File: src/rtl/gpio_port_pkg.sv
package gpio_port_pkg;

  localparam int ADDR_LATCH    = 0;
  localparam int ADDR_PUSHPULL = 1;
  localparam int ADDR_DIGITAL  = 2;
  localparam int ADDR_SKIP     = 3;

  typedef enum logic [2:0] {
    SRC_PIN,
    SRC_LATCH,
    SRC_PUSHPULL,
    SRC_DIGITAL,
    SRC_SKIP
  } rdSrc_e;

  typedef struct packed {
    logic   ldLatch;
    logic   ldPushPull;
    logic   ldDigital;
    logic   ldSkip;
    logic   setBit;
    logic   clrBit;
    logic   capture;
    rdSrc_e rdSrc;
  } portStrobes_t;

endpackage

File: src/rtl/gpio_port_ctrl.sv
module gpio_port_ctrl
  import gpio_port_pkg::*;
#(
  parameter int PIN_COUNT = 8,
  parameter int ADDR_W    = 2,
  localparam int IDX_W    = $clog2(PIN_COUNT)
) (
  input  logic [ADDR_W-1:0]    busAddr,
  input  logic                 busByteWr,
  input  logic                 busBitSet,
  input  logic                 busBitClr,
  input  logic [IDX_W-1:0]     busBitIdx,
  input  logic                 busRd,
  input  logic                 busRmw,
  output portStrobes_t         strobes,
  output logic [PIN_COUNT-1:0] bitMask
);

  logic atLatch;

  assign atLatch = (busAddr == ADDR_W'(ADDR_LATCH));
  assign bitMask = PIN_COUNT'(1) << busBitIdx;

  always_comb begin
    strobes         = '0;
    strobes.rdSrc   = SRC_PIN;
    strobes.capture = busRd;

    // byte writes go to whichever register is addressed
    if (busByteWr) begin
      unique case (busAddr)
        ADDR_W'(ADDR_LATCH):    strobes.ldLatch    = 1'b1;
        ADDR_W'(ADDR_PUSHPULL): strobes.ldPushPull = 1'b1;
        ADDR_W'(ADDR_DIGITAL):  strobes.ldDigital  = 1'b1;
        default:                strobes.ldSkip     = 1'b1;
      endcase
    end

    // single-bit operations only touch the data latch and lose to a byte write
    strobes.setBit = busBitSet & atLatch & ~busByteWr;
    strobes.clrBit = busBitClr & atLatch & ~busByteWr & ~busBitSet;

    unique case (busAddr)
      ADDR_W'(ADDR_LATCH):    strobes.rdSrc = busRmw ? SRC_LATCH : SRC_PIN;
      ADDR_W'(ADDR_PUSHPULL): strobes.rdSrc = SRC_PUSHPULL;
      ADDR_W'(ADDR_DIGITAL):  strobes.rdSrc = SRC_DIGITAL;
      default:                strobes.rdSrc = SRC_SKIP;
    endcase
  end

endmodule

File: src/rtl/gpio_port_datapath.sv
module gpio_port_datapath
  import gpio_port_pkg::*;
#(
  parameter int PIN_COUNT = 8
) (
  input  logic                 clk,
  input  logic                 rstN,
  input  portStrobes_t         strobes,
  input  logic [PIN_COUNT-1:0] bitMask,
  input  logic [PIN_COUNT-1:0] wrData,
  input  logic [PIN_COUNT-1:0] padIn,
  input  logic [PIN_COUNT-1:0] xbarOvr,
  input  logic [PIN_COUNT-1:0] xbarVal,
  input  logic [PIN_COUNT-1:0] xbarSmb,
  output logic [PIN_COUNT-1:0] rdData,
  output logic [PIN_COUNT-1:0] padOe,
  output logic [PIN_COUNT-1:0] padOut,
  output logic [PIN_COUNT-1:0] padDigEn,
  output logic [PIN_COUNT-1:0] pinSkip
);

  logic [PIN_COUNT-1:0] latchQ;
  logic [PIN_COUNT-1:0] pushPullQ;
  logic [PIN_COUNT-1:0] digitalQ;
  logic [PIN_COUNT-1:0] skipQ;
  logic [PIN_COUNT-1:0] pinLevel;
  logic [PIN_COUNT-1:0] rdNext;

  always_ff @(posedge clk) begin
    if (!rstN) begin
      latchQ    <= '1;
      pushPullQ <= '0;
      digitalQ  <= '1;
      skipQ     <= '0;
    end else begin
      if (strobes.ldLatch)        latchQ <= wrData;
      else if (strobes.setBit)    latchQ <= latchQ | bitMask;
      else if (strobes.clrBit)    latchQ <= latchQ & ~bitMask;
      if (strobes.ldPushPull) pushPullQ <= wrData;
      if (strobes.ldDigital)  digitalQ  <= wrData;
      if (strobes.ldSkip)     skipQ     <= wrData;
    end
  end

  assign pinLevel = padIn & digitalQ;

  always_comb begin
    unique case (strobes.rdSrc)
      SRC_LATCH:    rdNext = latchQ;
      SRC_PUSHPULL: rdNext = pushPullQ;
      SRC_DIGITAL:  rdNext = digitalQ;
      SRC_SKIP:     rdNext = skipQ;
      default:      rdNext = pinLevel;
    endcase
  end

  always_ff @(posedge clk) begin
    if (!rstN)                rdData <= '0;
    else if (strobes.capture) rdData <= rdNext;
  end

  for (genvar p = 0; p < PIN_COUNT; p++) begin : g_pin
    logic periphOwns;
    logic srcVal;
    logic openDrain;

    assign periphOwns = xbarOvr[p] & ~skipQ[p];
    assign srcVal     = periphOwns ? xbarVal[p] : latchQ[p];
    assign openDrain  = ~pushPullQ[p] | (periphOwns & xbarSmb[p]);
    assign padOut[p]  = srcVal;
    assign padOe[p]   = digitalQ[p] & (openDrain ? ~srcVal : 1'b1);
  end

  assign padDigEn = digitalQ;
  assign pinSkip  = skipQ;

endmodule

File: src/rtl/gpio_port_reg.sv
module gpio_port_reg
  import gpio_port_pkg::*;
#(
  parameter int PIN_COUNT = 8,
  parameter int ADDR_W    = 2,
  localparam int IDX_W    = $clog2(PIN_COUNT)
) (
  input  logic                 clk,
  input  logic                 rstN,
  input  logic [ADDR_W-1:0]    busAddr,
  input  logic [PIN_COUNT-1:0] busWrData,
  input  logic                 busByteWr,
  input  logic                 busBitSet,
  input  logic                 busBitClr,
  input  logic [IDX_W-1:0]     busBitIdx,
  input  logic                 busRd,
  input  logic                 busRmw,
  output logic [PIN_COUNT-1:0] busRdData,
  input  logic [PIN_COUNT-1:0] xbarOvr,
  input  logic [PIN_COUNT-1:0] xbarVal,
  input  logic [PIN_COUNT-1:0] xbarSmb,
  input  logic [PIN_COUNT-1:0] padIn,
  output logic [PIN_COUNT-1:0] padOe,
  output logic [PIN_COUNT-1:0] padOut,
  output logic [PIN_COUNT-1:0] padDigEn,
  output logic [PIN_COUNT-1:0] pinSkip
);

  portStrobes_t         strobes;
  logic [PIN_COUNT-1:0] bitMask;

  gpio_port_ctrl #(.PIN_COUNT(PIN_COUNT), .ADDR_W(ADDR_W)) u_ctrl (
    .busAddr  (busAddr),
    .busByteWr(busByteWr),
    .busBitSet(busBitSet),
    .busBitClr(busBitClr),
    .busBitIdx(busBitIdx),
    .busRd    (busRd),
    .busRmw   (busRmw),
    .strobes  (strobes),
    .bitMask  (bitMask)
  );

  gpio_port_datapath #(.PIN_COUNT(PIN_COUNT)) u_dp (
    .clk     (clk),
    .rstN    (rstN),
    .strobes (strobes),
    .bitMask (bitMask),
    .wrData  (busWrData),
    .padIn   (padIn),
    .xbarOvr (xbarOvr),
    .xbarVal (xbarVal),
    .xbarSmb (xbarSmb),
    .rdData  (busRdData),
    .padOe   (padOe),
    .padOut  (padOut),
    .padDigEn(padDigEn),
    .pinSkip (pinSkip)
  );

endmodule

File: config.mk
export PLATFORM = sky130hd
export DESIGN_NAME = gpio_port_reg
export DESIGN_NICKNAME = d
export VERILOG_FILES = /design/src/rtl/gpio_port_pkg.sv /design/src/rtl/gpio_port_ctrl.sv /design/src/rtl/gpio_port_datapath.sv /design/src/rtl/gpio_port_reg.sv
export SDC_FILE = /design/constraint.sdc
export NUM_CORES = 1
export LEC_CHECK = 0
export BUFFER_PORTS_ARGS = -buffer_cell sky130_fd_sc_hd__buf_4
export CAP_MARGIN = 20
export CORE_MARGIN = 1
export CORE_UTILIZATION = 49
export DETAILED_ROUTE_END_ITERATION = 10
export PLACE_DENSITY_LB_ADDON = 0.08
export SYNTH_ARGS = -nofsm -noshare
export SYNTH_HDL_FRONTEND = slang
export SYNTH_SLANG_ARGS = --single-unit
File: constraint.sdc
create_clock -name clk -period 1.7 [get_ports clk]
set_clock_uncertainty 0.15 [all_clocks]
set_input_delay 0.17 -clock clk [delete_from_list [all_inputs] [get_ports clk]]
set_output_delay 0.17 -clock clk [all_outputs]
set_load 0.01 [all_outputs]
Word level (Yosys, flattened, before mapping)
Index checks and enable logic that the tools add are counted.
{ "op_classes": {"eq_ne": 6, "shift": 1, "muxes": 27, "n_bitwise": 67, "n_reduce_logical": 3} }
{ "op_table": {"columns": ["cell", "count"], "rows": [
  ["$pmux 8 s4", 1],
  ["$and 1x1->1", 29],
  ["$not 1->1", 26],
  ["$mux 8", 3],
  ["$mux 1", 21],
  ["$and 8x8->8", 2],
  ["$pmux 3 s3", 1],
  ["$not 8->8", 1],
  ["$or 1x1->1", 8],
  ["$or 8x8->8", 1],
  ["$shl 1x3->8 const A", 1],
  ["$eq 3x2->1 const B", 2],
  ["$mux 4", 1],
  ["$eq 3x1->1 const B", 1],
  ["$eq 3x3->1 const B", 1],
  ["$reduce_bool 3->1", 1],
  ["$reduce_or 3->1", 1],
  ["$eq 2x1->1 const B", 1],
  ["$eq 2x2->1 const B", 1],
  ["$logic_not 2->1", 1]
]} }
{ "word_totals": {"reg_bits": 40} }

Depth between registers and ports, before layout
{ "depth": {"depth_word": 7, "depth_mapped": 7, "depth_no_buf": 6} }

Modules after synthesis
A second synthesis with hierarchy kept.
{ "hier_totals": {"hier_cells": 292, "area_unflattened_um2": 2623.8} }
{ "by_module_without_submodules": {"columns": ["mod", "n_inst", "cells_each", "area_per_inst_um2"], "rows": [
  ["gpio_port_datapath", 1, 267, 2424.8],
  ["gpio_port_ctrl", 1, 25, 198.9]
]} }

Worst setup path before layout
OpenSTA, ideal clock, no wires.
{ "synth_path": {"kind": "in2reg", "from": "input port busAddr[0]", "to": "register u_dp.rdData[0]", "setup_ns": 0.144, "arrival_ns": 1.260, "t_required_ns": 1.406, "path_slack_ns": 0.146, "cell_stages": 7, "path_buffers": 1, "cell_sequence": "inv_1 > ha_1 > buf_4 > nor2_1 > a32o_2 > a31oi_1 > a41oi_1"} }
{ "synth_between": {"elab_chain_cells": 4} }
{ "synth_lines": {"columns": ["element", "line_no", "text"], "rows": [
  ["from (decl)", "gpio_port_reg.sv:10", "input logic [ADDR_W-1:0] busAddr,"],
  ["$eq 2x2->1 (tied with other cells)", "gpio_port_ctrl.sv:43", "unique case (busAddr)"],
  ["$pmux 3 s3 (*)", "gpio_port_ctrl.sv:43", null],
  ["$eq 3x3->1 (tied with other cells)", "gpio_port_datapath.sv:48", "unique case (strobes.rdSrc)"],
  ["$pmux 8 s4 (*)", "gpio_port_datapath.sv:48", null],
  ["to (signal assigned)", "gpio_port_datapath.sv:59", "else if (strobes.capture) rdData <= rdNext;"],
  ["to (decl)", "gpio_port_datapath.sv:15", "output logic [PIN_COUNT-1:0] rdData,"]
]} }
Every way passes the cells marked *; elsewhere a longest branch is shown, timed or not.
A chain may end at the register's enable or synchronous reset.

Final worst setup path
{ "layout_path": {"from": "register u_dp.skipQ[5] (netlist: u_dp.pinSkip[5])", "to": "output port padOe[5]"} }
{ "layout_between": {"elab_chain_cells": 6} }
{ "layout_lines": {"columns": ["element", "line_no", "text"], "rows": [
  ["from (decl)", "gpio_port_datapath.sv:25", "logic [PIN_COUNT-1:0] skipQ;"],
  ["from (signal assigned)", "gpio_port_datapath.sv:41", "if (strobes.ldSkip) skipQ <= wrData;"],
  ["$not 1->1 (*)", "gpio_port_datapath.sv:67", "assign periphOwns = xbarOvr[p] & ~skipQ[p];"],
  ["$and 1x1->1 (*)", "gpio_port_datapath.sv:67", null],
  ["$and 1x1->1 / $mux 1 (equally long branches)", "gpio_port_datapath.sv:69, gpio_port_datapath.sv:68", null],
  ["$or 1x1->1 / $not 1->1 (equally long branches)", "gpio_port_datapath.sv:69, gpio_port_datapath.sv:71", null],
  ["$mux 1 (*)", "gpio_port_datapath.sv:71", "assign padOe[p] = digitalQ[p] & (openDrain ? ~srcVal : 1'b1);"],
  ["$and 1x1->1 (*)", "gpio_port_datapath.sv:71", null],
  ["to (decl)", "gpio_port_reg.sv:23", "output logic [PIN_COUNT-1:0] padOe,"]
]} }
Marked as above.

==> reports/results.ini <==
[status]
outcome=finished, violations left
violations=design-rule violations

[drt]
remaining_drc_errors=7
first_iter_violations=298
num_vias=2588
ant_nets=0
drtPass1Iterations=7
wire_per_inst_um=16.1
via_per_inst=5.70
wirelength_mm=7.31

[cts]
cts.path.max_buffers=2
clock_latency_ns=0.29
cts_sinks=40
cts_made_buffers=5
cts.clk_slew.worst_paths_ns=0.07
ctsHtreeMaxLevel=2
cts_root_buf=clkbuf_8
cts_tree=built

[timing]
rsz0062_at_grt=true
fmax_ghz=0.594
timing.final.crit_share=0.990
hold_violations=0
slew_headroom=0.696
final-setup-viol-count=0
finalCriticalPeriod_ns=1.68
whs_ns=0.0476
tightest_slew_ns=0.455
setup_slack_ns=0.0172
tns_ns=0
slew_violations=0

[grt]
overflow=0
antenna_found_initial=0
grt_pass1_wl_mm=11.6
track_usage=0.297
grt_max_degree=41
grt_pass1_vias=2391

[floorplanning]
die_y_um=71.0
die_area_mm2=0.00504
coreArea_mm2=0.00447
initial_core_util=0.521
die_x_um=71.0
ios=92
row_count=24

[logic_synthesis]
syn_area_per_cell_um2=7.77
synth-main-ff-cell=dfxtp_1
seq_area_frac_synth=0.344
syn-num-nets=357
synth-edff-count=0
ys_warn_count=0
synthCells=300
async_flop_share=0
synth_cell_types=30
synth.cell_area_mm2=0.00233
synth-seq-cells=40

[finish]
multi_input_area_mm2=0.00147
n_fill_cell=368
areaGrowthSynthToFinish_pct=45.2
layout.nets=459
finish.utilization=0.756
layout_commonest_cell=buf_4
most-common-layout-cells=buf_4 (113), nand2_1 (90), dfxtp_1 (32)
n_antenna_cell=0
seq_area_um2=821
layout-drive-gt1-share=0.381

[critical_path]
cp.arrival_ns=1.36
r2r-start=u_dp.padDigEn[2]
crit_fanout=4
reg2reg_slack_ns=0.44
required_ns=1.38
slowest_delay_ns=0.37
cp-end-kind=output pin
start_kind=flop
crit_type=reg2out
rr_worst_depth=4
critPathSlowestCell=dfxtp_4
crit_chain=nor2b_4, mux2_4, a21boi_2, buf_4
r2r-end=u_dp.rdData[2]

[placed_design]
io_buffers=91
routabilityCongestion=0.930
post-place-ws_ns=0.0141
place.detailed.hpwl_mm=5.13

[worst_hold_path]
hp-class=in2reg
hp-start=busBitIdx[2]
whs_path_depth=3

[power_and_ir_drop]
total_power_mw=2.26
power_density_mw_per_mm2=666
irDropWorstVdd_uv=499
p_leak_nw=1.53

[run]
cap_violations=0

-- where the power goes --
part	switching, mW	internal [mW]	leakage (nW)	total (mW)
clock	0.309	0.279	0.0410	0.588
combinational	0.288	0.346	1.15	0.634
sequential	0.0497	0.984	0.333	1.03
-- synth_stat cells, types with 2 or more instances --
cell       number  area (µm²)
clkbuf_1        8        30.0
ha_1            5        62.6
nor2b_1        10        62.6
a41oi_1         8        70.1
mux2i_1         8        80.1
mux2_2          8        90.1
inv_1           5        18.8
buf_2           7        35.0
a31oi_1         8        50.1
dfxtp_1        40         801
buf_4           9        67.6
o21ai_0        12        60.1
o2111ai_1       8        70.1
a21boi_0       24         180
a211oi_1        8        60.1
nor2_1          2        7.51
nand3_1        27         135
nand2_1        90         338
and2_1          2        12.5
-- how the worst max path moves through the flow --
| stage | endpoint | slack [ns] | startpoint | depth (start not counted) |
|---|---|---|---|---|
| 2_1_floorplan | u_dp.rdData[0] | 0.15 | busAddr[0] | 7 |
| 3_3_place_gp | flop | 0.04 | busAddr[0] | 7 |
| 3_5_place_dp | flop | 0.01 | busAddr[0] | 7 |
| 4_1_cts | padOe[0] | -0.03 | u_dp.pinSkip[0] | 4 |
| 5_1_grt | padOe[5] | -0.04 | u_dp.pinSkip[5] | 4 |
| 6_report | padOe[5] | 0.02 | u_dp.pinSkip[5] | 4 |
-- worst max-delay path, delay by kind of cell (launching register included) --
family / cells / cell delay, ns
and+or+nand+nor: 1 / 0.14
AOI/OAI and AO/OA: 1 / 0.11
DFF: 1 / 0.37
muxes: 1 / 0.32
buffers and inverters: 1 / 0.12
-- per-stage QoR --
stage / cell area, µm² / std cells
6_report: 3380 / 454
5_1_grt: 3380 / 454
4_1_cts: 3260 / 450
3_5_place_dp: 3070 / 435
3_3_place_gp: 3070 / 435
2_1_floorplan: 2330 / 300
-- repair_timing --
action,in CTS,in global routing
pin swaps,0,2
hold buffers,8,0
resized for setup,26,24
endpoints found under the setup margin,8,8
hold endpoints to repair,14,0
setup buffers,0,4
-- cell families after synthesis --
kind of cell,count (synthesis),share of synthesized area
AOI/OAI and AO/OA,71,0.223
adders and majority gates,5,0.0268
buffers and inverters,31,0.0719
DFF,40,0.344
muxes,16,0.0730
and+or+nand+nor,137,0.262
-- metal layers --
metal  up-vias  routed length [µm]  GRT usage
li1       1252                   -          -
met1      1228                3080      0.413
met2       101                3580      0.467
met3         7                 594     0.0513
met4         0                  58      0.104
met5         -                   0          0
-- final cells by class --
cell class / instances / area share
multi-input combinational: 229 / 0.435
tap: 52 / 0.0192
clock inverter: 1 / 0.00148
timing repair buffer: 121 / 0.274
clock buffer: 6 / 0.0214
sequential: 40 / 0.243
inverter: 5 / 0.00555
No activity file was read; power rests on OpenSTA's default activity.
